--- config.mk ---
export PLATFORM = sky130hd
export DESIGN_NAME = contention_arbiter
export DESIGN_NICKNAME = d
export VERILOG_FILES = /design/src/rtl/arb_pkg.sv /design/src/rtl/arb_frame_timer.sv /design/src/rtl/arb_cn_gen.sv /design/src/rtl/arb_max_sel.sv /design/src/rtl/contention_arbiter.sv
export SDC_FILE = /design/constraint.sdc
export NUM_CORES = 1
export LEC_CHECK = 0
export ABC_CLOCK_PERIOD_IN_PS = 8100
export CAP_MARGIN = 20
export CORE_MARGIN = 4
export CORE_UTILIZATION = 52
export DETAILED_ROUTE_END_ITERATION = 12
export PLACE_DENSITY = 0.83
export SETUP_SLACK_MARGIN = 0.1
export SLEW_MARGIN = 40
export SYNTH_ARGS = -nofsm -noshare
export SYNTH_HDL_FRONTEND = slang
export SYNTH_HIERARCHICAL = 1
export SYNTH_SLANG_ARGS = --single-unit
--- constraint.sdc ---
create_clock -name clk -period 8.1 [get_ports clk]
set_input_delay 1.62 -clock clk [delete_from_list [all_inputs] [get_ports clk]]
set_output_delay 1.62 -clock clk [all_outputs]
set_load 0.05 [all_outputs]
--- src/rtl/arb_pkg.sv ---
package arb_pkg;

   // Feedback tap mask for a maximal-length Fibonacci LFSR of width w.
   function automatic logic [7:0] lfsr_taps(input int unsigned w);
      case (w)
         3:       lfsr_taps = 8'h06;
         4:       lfsr_taps = 8'h0C;
         5:       lfsr_taps = 8'h14;
         6:       lfsr_taps = 8'h30;
         7:       lfsr_taps = 8'h60;
         default: lfsr_taps = 8'hB8;
      endcase
   endfunction

   localparam int unsigned MIN_NUM_W = 4;
   localparam int unsigned MAX_NUM_W = 9;

endpackage

--- src/rtl/arb_frame_timer.sv ---
module arb_frame_timer #(
   parameter int unsigned FRAME_LEN = 8,
   parameter int unsigned CONT_LEN  = 3
) (
   input  logic clk,
   input  logic rst_n,
   output logic cont_phase,
   output logic data_phase,
   output logic decide,
   output logic frame_last
);
   localparam int unsigned CW = (FRAME_LEN > 1) ? $clog2(FRAME_LEN) : 1;

   logic [CW-1:0] cnt;

   always_ff @(posedge clk) begin
      if (!rst_n)          cnt <= '0;
      else if (frame_last) cnt <= '0;
      else                 cnt <= cnt + 1'b1;
   end

   always_comb begin
      frame_last = (cnt == CW'(FRAME_LEN - 1));
      cont_phase = (cnt <  CW'(CONT_LEN));
      decide     = (cnt == CW'(CONT_LEN - 1));
      data_phase = !cont_phase;
   end

   AST_PHASE_EXCL: assert property (@(posedge clk) disable iff (!rst_n)
      cont_phase != data_phase);
   AST_FRAME_RESTART: assert property (@(posedge clk) disable iff (!rst_n)
      frame_last |=> cont_phase);
   AST_DATA_FOLLOWS: assert property (@(posedge clk) disable iff (!rst_n)
      decide |=> data_phase);

endmodule

--- src/rtl/arb_cn_gen.sv ---
module arb_cn_gen #(
   parameter int unsigned K       = 5,
   parameter int unsigned CREDITS = 2,
   parameter int unsigned SEED    = 1
) (
   input  logic         clk,
   input  logic         rst_n,
   input  logic         cont_phase,
   input  logic         decide,
   input  logic         has_data,
   input  logic         pkt_rcvd,
   input  logic         credit_ret,
   input  logic         won,
   output logic         req,
   output logic [K-1:0] num
);
   localparam int unsigned RW  = K - 1;
   localparam int unsigned CRW = $clog2(CREDITS + 1);
   localparam logic [RW-1:0] TAPS   = RW'(arb_pkg::lfsr_taps(RW));
   localparam logic [RW-1:0] SEED_V = RW'(SEED);

   logic [RW-1:0]  lfsr;
   logic           prio;
   logic [CRW-1:0] credit;
   logic           fb;

   assign fb = ^(lfsr & TAPS);

   always_ff @(posedge clk) begin
      if (!rst_n)      lfsr <= SEED_V;
      else if (decide) lfsr <= {lfsr[RW-2:0], fb};
   end

   always_ff @(posedge clk) begin
      if (!rst_n)        prio <= 1'b0;
      else if (pkt_rcvd) prio <= 1'b1;
      else if (decide)   prio <= 1'b0;
   end

   always_ff @(posedge clk) begin
      if (!rst_n) begin
         credit <= CRW'(CREDITS);
      end else begin
         case ({won, credit_ret})
            2'b10:   credit <= credit - 1'b1;
            2'b01:   credit <= credit + 1'b1;
            default: credit <= credit;
         endcase
      end
   end

   assign num = {prio, lfsr};
   assign req = cont_phase & has_data & (credit != '0);

   AST_NO_OVERFLOW: assert property (@(posedge clk) disable iff (!rst_n)
      credit <= CRW'(CREDITS));
   AST_DRY_SILENT: assert property (@(posedge clk) disable iff (!rst_n)
      (credit == '0) |-> !req);
   AST_SPEND_ONE: assert property (@(posedge clk) disable iff (!rst_n)
      (won && !credit_ret) |=> (credit == $past(credit) - 1'b1));
   AST_LFSR_LIVE: assert property (@(posedge clk) disable iff (!rst_n)
      lfsr != '0);
   AST_LFSR_FRAME: assert property (@(posedge clk) disable iff (!rst_n)
      !decide |=> $stable(lfsr));
   AST_PRIO_CLEAR: assert property (@(posedge clk) disable iff (!rst_n)
      (decide && !pkt_rcvd) |=> !prio);
   AST_PRIO_SET: assert property (@(posedge clk) disable iff (!rst_n)
      pkt_rcvd |=> prio);

endmodule

--- src/rtl/arb_max_sel.sv ---
module arb_max_sel #(
   parameter int unsigned N = 4,
   parameter int unsigned K = 5
) (
   input  logic [N-1:0]   req,
   input  logic [N*K-1:0] nums,
   output logic [N-1:0]   pick
);
   logic         found;
   logic [K-1:0] best;

   // Strict comparison keeps the earlier (lower-index) entry on equal numbers.
   always_comb begin
      pick  = '0;
      found = 1'b0;
      best  = '0;
      for (int i = 0; i < N; i++) begin
         if (req[i] && (!found || (nums[i*K +: K] > best))) begin
            pick    = '0;
            pick[i] = 1'b1;
            best    = nums[i*K +: K];
            found   = 1'b1;
         end
      end
   end

endmodule

--- src/rtl/contention_arbiter.sv ---
module contention_arbiter #(
   parameter int unsigned N         = 4,
   parameter int unsigned K         = 5,
   parameter int unsigned FRAME_LEN = 8,
   parameter int unsigned CONT_LEN  = 3,
   parameter int unsigned CREDITS   = 2
) (
   input  logic           clk,
   input  logic           rst_n,
   input  logic [N-1:0]   has_data,
   input  logic [N-1:0]   pkt_rcvd,
   input  logic [N-1:0]   credit_ret,
   output logic           cont_phase,
   output logic           data_phase,
   output logic [N-1:0]   req_out,
   output logic [N*K-1:0] cont_num,
   output logic [N-1:0]   grant
);
   localparam int unsigned RW = K - 1;

   initial begin : elab_checks
      assert (K >= arb_pkg::MIN_NUM_W && K <= arb_pkg::MAX_NUM_W)
         else $error("contention number width out of range");
      assert (N >= 1 && N < (1 << RW))
         else $error("sender count needs distinct nonzero seeds");
      assert (CONT_LEN >= 1 && CONT_LEN < FRAME_LEN)
         else $error("contention interval must leave a data interval");
      assert (CREDITS >= 1)
         else $error("at least one credit required");
   end

   logic         decide;
   logic         frame_last;
   logic [N-1:0] pick;

   arb_frame_timer #(.FRAME_LEN(FRAME_LEN), .CONT_LEN(CONT_LEN)) i_timer (
      .clk        (clk),
      .rst_n      (rst_n),
      .cont_phase (cont_phase),
      .data_phase (data_phase),
      .decide     (decide),
      .frame_last (frame_last)
   );

   for (genvar g = 0; g < N; g++) begin : g_sender
      arb_cn_gen #(.K(K), .CREDITS(CREDITS), .SEED(g + 1)) i_gen (
         .clk        (clk),
         .rst_n      (rst_n),
         .cont_phase (cont_phase),
         .decide     (decide),
         .has_data   (has_data[g]),
         .pkt_rcvd   (pkt_rcvd[g]),
         .credit_ret (credit_ret[g]),
         .won        (decide & pick[g]),
         .req        (req_out[g]),
         .num        (cont_num[g*K +: K])
      );
   end

   arb_max_sel #(.N(N), .K(K)) i_sel (
      .req  (req_out),
      .nums (cont_num),
      .pick (pick)
   );

   always_ff @(posedge clk) begin
      if (!rst_n)          grant <= '0;
      else if (decide)     grant <= pick;
      else if (frame_last) grant <= '0;
   end

   AST_GRANT_ONEHOT: assert property (@(posedge clk) disable iff (!rst_n)
      $onehot0(grant));
   AST_GRANT_IN_DATA: assert property (@(posedge clk) disable iff (!rst_n)
      (|grant) |-> data_phase);
   AST_GRANT_OPENS: assert property (@(posedge clk) disable iff (!rst_n)
      (decide && (|req_out)) |=> ($countones(grant) == 1));
   AST_IDLE_NO_GRANT: assert property (@(posedge clk) disable iff (!rst_n)
      (decide && !(|req_out)) |=> (grant == '0));
   AST_WINNER_ASKED: assert property (@(posedge clk) disable iff (!rst_n)
      decide |=> ((grant & ~$past(req_out)) == '0));
   AST_GRANT_HOLD: assert property (@(posedge clk) disable iff (!rst_n)
      (data_phase && !frame_last) |=> $stable(grant));

endmodule

# Yosys cells after proc, flatten, opt, wreduce, memory -nomap -nowiden
# Cells that the tools add are included.
# totals
reg_bits	35
in_bits	14
# op_classes
bitwise_logic	13
n_eq_ne	10
addsub	9
muxes	21
magnitude_cmp	4
reduce_logical	28
# op_table
operator	n
$reduce_bool 2->1	13
$mux 4	5
$pmux 2 s2	4
$reduce_xor 4->1	4
$gt 5x5->1	3
$mux 5	3
$and 1x1->1	12
$mux 1	9
$add 2x1->2 const B	4
$eq 2x1->1 const B	4
$eq 2x2->1 const B	4
$sub 2x1->2 const B	4
$logic_not 1->1	4
$add 3x1->3 const B	1
$eq 3x2->1 const B	1
$eq 3x3->1 const B	1
$logic_and 1x1->1	3
$logic_or 1x1->1	3
$lt 3x2->1 const B	1
$reduce_or 2->1	1
$not 1->1	1

# Logic depth before layout (Yosys ltp)
# Gate-level depths: netlist of run 1.
# logic_depth
word_depth	19
mapped_depth	26

# By module
# Netlist of run 1, hierarchy kept.
# modules_own_cells
mod	area_each_um2	cells_each	instances
arb_cn_gen at g_sender[1].i_gen ...	301.5	29	3
arb_max_sel	745.7	102	1
arb_cn_gen at g_sender[0].i_gen	304.0	29	1
contention_arbiter	173.9	18	1
arb_frame_timer	148.9	13	1

# Least setup slack after synthesis of run 1
# OpenSTA, ideal clock, no wires.
# synth_path
path_type	input to register
start	input has_data[0]
end	register g_sender[3].i_gen.credit[1]
arrival_ns	6.640
setup_ns	0.062
cell_stages	23
path_slack_ns	1.399
n_path_buf	1
required_time_ns	8.038
path_cell_list	o211a_1 -> buf_2 -> nand2_1 -> ha_1 -> nand2b_1 -> a211o_1 -> a211oi_1 -> nor2_1 -> ha_1 -> nor2b_1 -> o21bai_1 -> a31oi_2 -> o31ai_1 -> ha_1 -> nor2b_1 -> o21bai_1 -> a31oi_1 -> or2_2 -> and2_2 -> inv_1 -> ha_1 -> or3_1 -> nand3_1
# synth_between
elab_chain_len	18
word_cells_on_any_way	27
cone_classes	3 x order compare; 2 x eq/ne; 9 x mux; 3 x bitwise; 10 x reduce/logical
# synth_rtl
item	line_no	text
start, declared	contention_arbiter.sv:10	input logic [N-1:0] has_data,
$and 1x1->1 (*) (2 in series)	arb_cn_gen.sv:53	assign req = cont_phase & has_data & (credit != '0);
$mux 5 / $mux 1 (equally long branches)	arb_max_sel.sv:18	if (req[i] && (!found || (nums[i*K +: K] > best))) begin
$gt 5x5->1 / $logic_not 1->1 (equally long branches)	arb_max_sel.sv:18	
$logic_or 1x1->1	arb_max_sel.sv:18	
$logic_and 1x1->1	arb_max_sel.sv:18	
$mux 5 / $mux 1 (equally long branches)	arb_max_sel.sv:18	
$gt 5x5->1 / $logic_not 1->1 (equally long branches)	arb_max_sel.sv:18	
$logic_or 1x1->1	arb_max_sel.sv:18	
[... 2 more ...]	n/a	
$gt 5x5->1 / $logic_not 1->1 (equally long branches)	arb_max_sel.sv:18	
$logic_or 1x1->1	arb_max_sel.sv:18	
$logic_and 1x1->1	arb_max_sel.sv:18	
$mux 4 (*)	arb_max_sel.sv:18	
net pick[3]	contention_arbiter.sv:34	logic [N-1:0] pick;
$and 1x1->1 (*)	contention_arbiter.sv:54	.won (decide & pick[g]),
$eq 2x1->1 / $eq 2x2->1 (equally long branches)	arb_cn_gen.sv:44	case ({won, credit_ret})
$pmux 2 s2 / $reduce_bool 2->1 (equally long branches)	n/a	
end signal, assigned	arb_cn_gen.sv:45	2'b10: credit <= credit - 1'b1;
end signal, assigned	arb_cn_gen.sv:46	2'b01: credit <= credit + 1'b1;
end signal, assigned	arb_cn_gen.sv:47	default: credit <= credit;
end, declared	arb_cn_gen.sv:24	logic [CRW-1:0] credit;
# The timed path passes the listed nets; every way through them passes the cells marked *.
# A chain may end at the register's enable or synchronous reset.

# Final worst setup path of run 1
# layout_path
start	input has_data[0]
end	register g_sender[1].i_gen.credit[1]
# layout_between
elab_chain_len	18
word_cells_on_any_way	28
cone_classes	3 x order compare; 2 x eq/ne; 10 x mux; 3 x bitwise; 10 x reduce/logical
# layout_rtl
item	line_no
$and 1x1->1 (*) (2 in series)	arb_cn_gen.sv:53
$mux 5 / $mux 1 (equally long branches)	arb_max_sel.sv:18
$gt 5x5->1 / $logic_not 1->1 (equally long branches)	arb_max_sel.sv:18
$logic_or 1x1->1	arb_max_sel.sv:18
$logic_and 1x1->1	arb_max_sel.sv:18
$mux 5 / $mux 1 (equally long branches)	arb_max_sel.sv:18
$gt 5x5->1 / $logic_not 1->1 (equally long branches)	arb_max_sel.sv:18
$logic_or 1x1->1	arb_max_sel.sv:18
[... 2 more ...]	n/a
$gt 5x5->1 / $logic_not 1->1 (equally long branches)	arb_max_sel.sv:18
$logic_or 1x1->1	arb_max_sel.sv:18
$logic_and 1x1->1	arb_max_sel.sv:18
$mux 4 (*)	arb_max_sel.sv:18
net pick[1]	contention_arbiter.sv:34
$and 1x1->1 (*)	contention_arbiter.sv:54
$eq 2x1->1 / $eq 2x2->1 (equally long branches)	arb_cn_gen.sv:44
$pmux 2 s2 / $reduce_bool 2->1 (equally long branches)	n/a
end signal, assigned	arb_cn_gen.sv:45
end signal, assigned	arb_cn_gen.sv:46
end signal, assigned	arb_cn_gen.sv:47
end, declared	arb_cn_gen.sv:24
# Marked as above.

==> run metrics, run 1 <==
status=finished clean; Hold Vio Cnt, Final=0; Worst IR Drop VDD=0.117 mV; Combinational Power Share=39.1%; Detailed Route WL=5.04 mm; Unique masters post-synth=48; register area share after synthesis=30.8%; drt pass-1 iters=4; CTS Buf Count=5; clock network power share=24.7%; Reg power frac=36.2%; min Tclk post-route=7.35 ns; H-tree depth=2; Switching Share=37.3%; Sum Neg Setup Slack=0 ns; largest net degree at the start of global routing=40; vias in the first global route=1,840; Iter 0 DRT Violations=73; Num Clock Sinks=35; Tightest Hold Check Type=flop to flop; syn_nets=285; Worst setup SP type=input port; critical path capture point=g_sender[1].i_gen/credit[1]; hold path depth=2; Yosys top cell area share=30.8%; Final Setup Violations=0; Residual DRC=0; Longest Clk Path Bufs=2; Ant. Diodes=0; Req. time, crit path=8.33 ns; number of synthesized flops with an enable pin=0; Max Clk Rate=136 MHz; drt via density=5.68; Crit. End Element=flop; nets=325; first-pass GRT wire length=8.45 mm; flop-to-flop setup slack=1.74 ns; DIE AREA=5500 µm²; initial antenna violation count=0; I/O pin count=44; num rows=23; GRT Residual Overflow=0; Core Area=4120 µm²; HPWL after DPL=3.74 mm; Rel. slew slack=65.1%; via count=1,931; WP data arrival=7.58 ns; Cells after Synth=249; Internal=355 µW; CTS tree=built; clock root buffer=clkbuf_8; Max Slew Vio Count=0; CTS Hold Bufs=0; PD cells=201 nW/µm²; Synth area leader=dfxtp_1; Die Y=74.2 µm; Die W=74.2 µm; Post-CTS Setup Inserts=0; synth warn=6; commonest cells after routing, fill and taps aside=clkdlybuf4s50_1, dfxtp_1, nand2_1, ha_1, nor2b_1; synthesis-to-finish area growth=23.8%; Mapped Area=2280 µm²; pre-CTS WS=0.510 ns; Initial Util=55.3%; worst setup path start=has_data[0]; GRT Total Usage=19.7%; max cap viols=0; Final Cycle Share=90.7%; placer's final routability congestion estimate=0.852; setup ws final=0.750 ns; reg2reg end=g_sender[1].i_gen/credit[1]; worst-skew pair later-pin latency=0.29 ns; ys async rst share=0%; Routed Antenna Nets=0; skew final=0.00549 ns; cts repair resizes=0; top post-synthesis cells by area=dfxtp_1, ha_1, mux2i_1; commonest non-fill, non-tap cell in the layout=clkdlybuf4s50_1; r2r worst-path depth=23; R2R Path Start=i_timer/cnt[1]; Slew @ Worst Pin=0.521 ns; WL/cell=14.8 µm; Synth Register Bits=35; Lkg Pwr=0.00112 µW; switching power=211 µW; # port buffers=43; Setup CP Type=input port to flop; CTS clk-pin slew, worst paths=0.06 ns; RSZ-0062 raised after global routing=no; CP max FO=17; synthesized area per cell=9.15 µm²; share of layout cells above drive strength 1=7.59%; predominant post-synthesis flop cell=dfxtp_1
## power groups by stage
| stage | logic, µW | clock network (µW) | registers (µW) |
|---|---|---|---|
| global route | 242 | 151 | 207 |
| CTS | 222 | 144 | 205 |
| finish | 222 | 140 | 205 |
| detailed placement | 221 | 0 | 209 |
| floorplan | 146 | 0 | 227 |
| global placement | 214 | 0 | 208 |
## worst min-delay path by stage
stage                                 from                          end  slack, ns
3_3_place_gp                      grant[1]                     grant[1]       0.44
4_1_cts                           grant[3]                     grant[3]       0.46
2_1_floorplan  g_sender[0].i_gen/credit[1]  g_sender[0].i_gen/credit[1]       0.48
3_5_place_dp                      grant[3]                     grant[3]       0.45
6_report                          grant[0]                     grant[0]       0.45
5_1_grt                           grant[0]                     grant[0]       0.48
## cell type report
type                    instances  area (µm²)
clock buffers                   8         100
fillers                       354        1300
inverters                      13        48.8
multi-input cells             189        1460
flip-flops and latches         35         701
well taps                      50        62.6
repair buffers                 45         445
## state kept, by name, summed over array words and instances (netlist names)
name,flops
i_timer/cnt,3
g_sender.i_gen/prio,4
g_sender.i_gen/credit,8
grant,4
g_sender.i_gen/lfsr,16
## worst max-delay path: stages
cell and delay [ns]:
clkdlybuf4s50_1 0.45, o211a_1 0.47, nand2_1 0.18, ha_1 0.43, nand2_1 0.13, a211o_1 0.37
a211oi_1 0.35, nor2_1 0.09, ha_1 0.31, nor2b_1 0.14, o21bai_1 0.41, a31oi_2 0.25
o31ai_1 0.37, ha_1 0.33, nand3_1 0.11, o21bai_1 0.11, a31oi_1 0.15, nor4b_1 0.32
and2_2 0.20, inv_1 0.04, ha_1 0.30, or3_1 0.35, nand3_1 0.08
## Yosys cell counts, types with 4 or more instances
| master | count |
|---|---|
| dfxtp_1 | 35 |
| ha_1 | 22 |
| nand2_1 | 22 |
| nor2b_1 | 16 |
| mux2i_1 | 14 |
| inv_1 | 13 |
| o31ai_1 | 8 |
| nand3_1 | 7 |
| nor2_1 | 7 |
| buf_2 | 6 |
| o211a_1 | 6 |
| xnor2_1 | 6 |
| xor2_1 | 6 |
| a211oi_1 | 5 |
| nand4_1 | 5 |
| o21ai_0 | 5 |
| a311o_1 | 4 |
| and2_1 | 4 |
| and2_2 | 4 |
| buf_4 | 4 |
| o21a_1 | 4 |
| o22a_1 | 4 |
| o2bb2ai_1 | 4 |
| or3_1 | 4 |
## per-stage QoR
| stage | total power, µW | cells | util, % | area (µm²) | hold WS [ns] |
|---|---|---|---|---|---|
| final | 566 | 340 | 68.5 | 2820 | 0.454 |
| after global placement | 422 | 332 | 66.1 | 2720 | 0.442 |
| after CTS | 571 | 340 | 68.5 | 2820 | 0.459 |
| after global routing | 600 | 340 | 68.5 | 2820 | 0.485 |
| after detailed placement | 429 | 332 | 66.1 | 2720 | 0.449 |
| after floorplan | 372 | 249 | - | 2280 | 0.476 |
## per-layer routing
| metal | global-route usage, % | wire (µm) | vias to the layer above |
|---|---|---|---|
| li1 | - | - | 986 |
| met1 | 24.4 | 2300 | 892 |
| met2 | 32.9 | 2390 | 46 |
| met3 | 4.86 | 254 | 7 |
| met4 | 7.44 | 91 | 0 |
| met5 | 0 | 0 | - |
## kinds of logic after synthesis
logic type      Yosys count  synth area share, %
simple gates             83                 20.7
compound gates           58                 20.5
flops                    35                 30.8
buf+inv                  25                 5.16
fa+ha+maj                22                 12.1
mux                      14                 6.15
xor+xnor                 12                 4.62
Note: power is estimated with default switching activity, not from simulation.
==> run 2, diff against run 1 <==
CELL_PAD_IN_SITES_DETAIL_PLACEMENT = 2   (was not set)
CELL_PAD_IN_SITES_GLOBAL_PLACEMENT = 2   (was not set)
CORE_ASPECT_RATIO = 1.75   (was not set)
CORE_MARGIN = not set   (was 4)
CORE_UTILIZATION = 31   (was 52)
PLACE_DENSITY = 0.82   (was 0.83)
==> run metrics, run 2 (synthesis gave the netlist of run 1 again) <==
Worst IR Drop VDD=0.0869 mV; vias in the first global route=2,206; skew final=0.00603 ns; status=finished clean; Design Area, Final=2920 µm²; Tightest Hold Check Type=flop to flop; min Tclk post-route=7.48 ns; DIE AREA=7710 µm²; CTS clk-pin slew, worst paths=0.06 ns; Max Slew Vio Count=0; WL/cell=17.3 µm; Core Area=7180 µm²; commonest cells after routing, fill and taps aside=clkdlybuf4s50_1, dfxtp_1, nand2_1, ha_1, nor2b_1; drt via density=5.36; Residual DRC=0; CP max stage delay=0.47 ns; GRT Max-Usage Layer=met2; clock root buffer=clkbuf_16; GR met1 Demand/Resource=17.7%; RSZ-0062 raised after global routing=no; H-tree depth=2; Setup CP Type=input port to flop; critical-path cell list=clkdlybuf4s50_1, o211a_2, nand2_1, ha_1, nand2_1, a211o_1, a211oi_1, nor2_1, ha_1, nor2b_1, o21bai_1, a31oi_2, o31ai_1, ha_1, nor2b_1, o21bai_1, a31oi_1, nor4b_1, and2_2, inv_1, ha_1, or3_1, nand3_1; share of layout cells above drive strength 1=8.59%; CTS Buf Count=5; PD cells=214 nW/µm²; max cap viols=0; Die W=66.8 µm; commonest non-fill, non-tap cell in the layout=clkdlybuf4s50_1; Sum Neg Setup Slack=0 ns; FILL cells=814; Largest Register=g_sender.i_gen/lfsr; placer's final routability congestion estimate=0.814; Iter 0 DRT Violations=48; initial antenna violation count=0; Buffers & Inverters on Critical Path=2; Initial Util=31.7%; I/O pin count=44; CTS Hold Bufs=0; Lkg Pwr=0.00114 µW; Crit. End Element=flop; CP max FO=17; GR Util met2=38.2%; R2R Path Start=i_timer/cnt[0]; Final Setup Violations=0; first-pass GRT wire length=10.8 mm; largest delay contributor family on the critical path=compound AO/OA/AOI/OAI gates; via count=2,019; Largest register FFs=16; Area after DPL=2770 µm²; Die Y=115 µm; Slew @ Worst Pin=0.546 ns; GRT Residual Overflow=0; Crit-path slowest cell=clkdlybuf4s50_1; Rel. slew slack=63.5%; Routed Antenna Nets=0; Num Clock Sinks=35; Final Util=40.6%; cts repair resizes=0; Post-CTS Setup Inserts=0; WP data arrival=7.70 ns; worst setup path start=has_data[0]; Hold Vio Cnt, Final=0; GRT met3 Usage=2.88%; num rows=41; biggest regs=g_sender.i_gen/lfsr x16, g_sender.i_gen/credit x8; synthesis-to-finish area growth=28.1%; drt pass-1 iters=4; Tot Pwr=624 µW; Hold Path Origin=grant[2]; Ant. Diodes=0; Hold Slack=0.452 ns; nets=326; CTS tree=built; Worst setup SP type=input port; Critical Path Most Common Cell=ha_1; HPWL after DPL=5.04 mm; largest net degree at the start of global routing=40; Max Clk Rate=134 MHz; GRT Total Usage=18.7%; Detailed Route WL=6.54 mm; Final Cycle Share=92.3%; worst-skew pair later-pin latency=0.28 ns; # port buffers=43; Longest Clk Path Bufs=2; Req. time, crit path=8.32 ns
run 2: tightest hold or removal path: cells and delay by family (launching register included):
| family | cells | cell delay [ns] |
|---|---|---|
| DFF | 1 | 0.31 |
| AOI/OAI and AO/OA | 1 | 0.05 |
| and+or+nand+nor | 1 | 0.05 |
run 2: final cells by class:
class / count / area (µm²) / area share, %
Clock buffer: 6 / 129 / 4.42
Multi-Input combinational cell: 189 / 1470 / 50.3
Tap cell: 86 / 108 / 3.69
Inverter: 13 / 48.8 / 1.67
Sequential cell: 35 / 701 / 24.0
Timing Repair Buffer: 46 / 453 / 15.5
Clock inverter: 2 / 12.5 / 0.429
run 2: worst paths after layout:
path	end	slack, ns	depth (start not counted)
max	g_sender[1].i_gen/credit[1]	0.62	23
max reg2reg	g_sender[1].i_gen/credit[1]	1.78	24
min	grant[2]	0.45	2
min reg2reg	grant[2]	0.45	2
run 2: layer usage:
metal  routed length, µm  up-vias
met5                   0        -
met4                 106        0
met3                 156        9
met2                3970       34
met1                2300      994
li1                    -      982
run 2: where the power goes:
part           internal, µW  switching [µW]  total [µW]
clock                   113            72.2         186
sequential              188            18.3         206
combinational          91.3             141         232
total                   393             231         624
run 2: through the flow:
step / std cells / worst slack, ns
5_1_grt: 377 / 0.199
3_3_place_gp: 369 / 0.498
3_5_place_dp: 369 / 0.306
6_report: 377 / 0.620
2_1_floorplan: 249 / 1.40
4_1_cts: 377 / 0.536
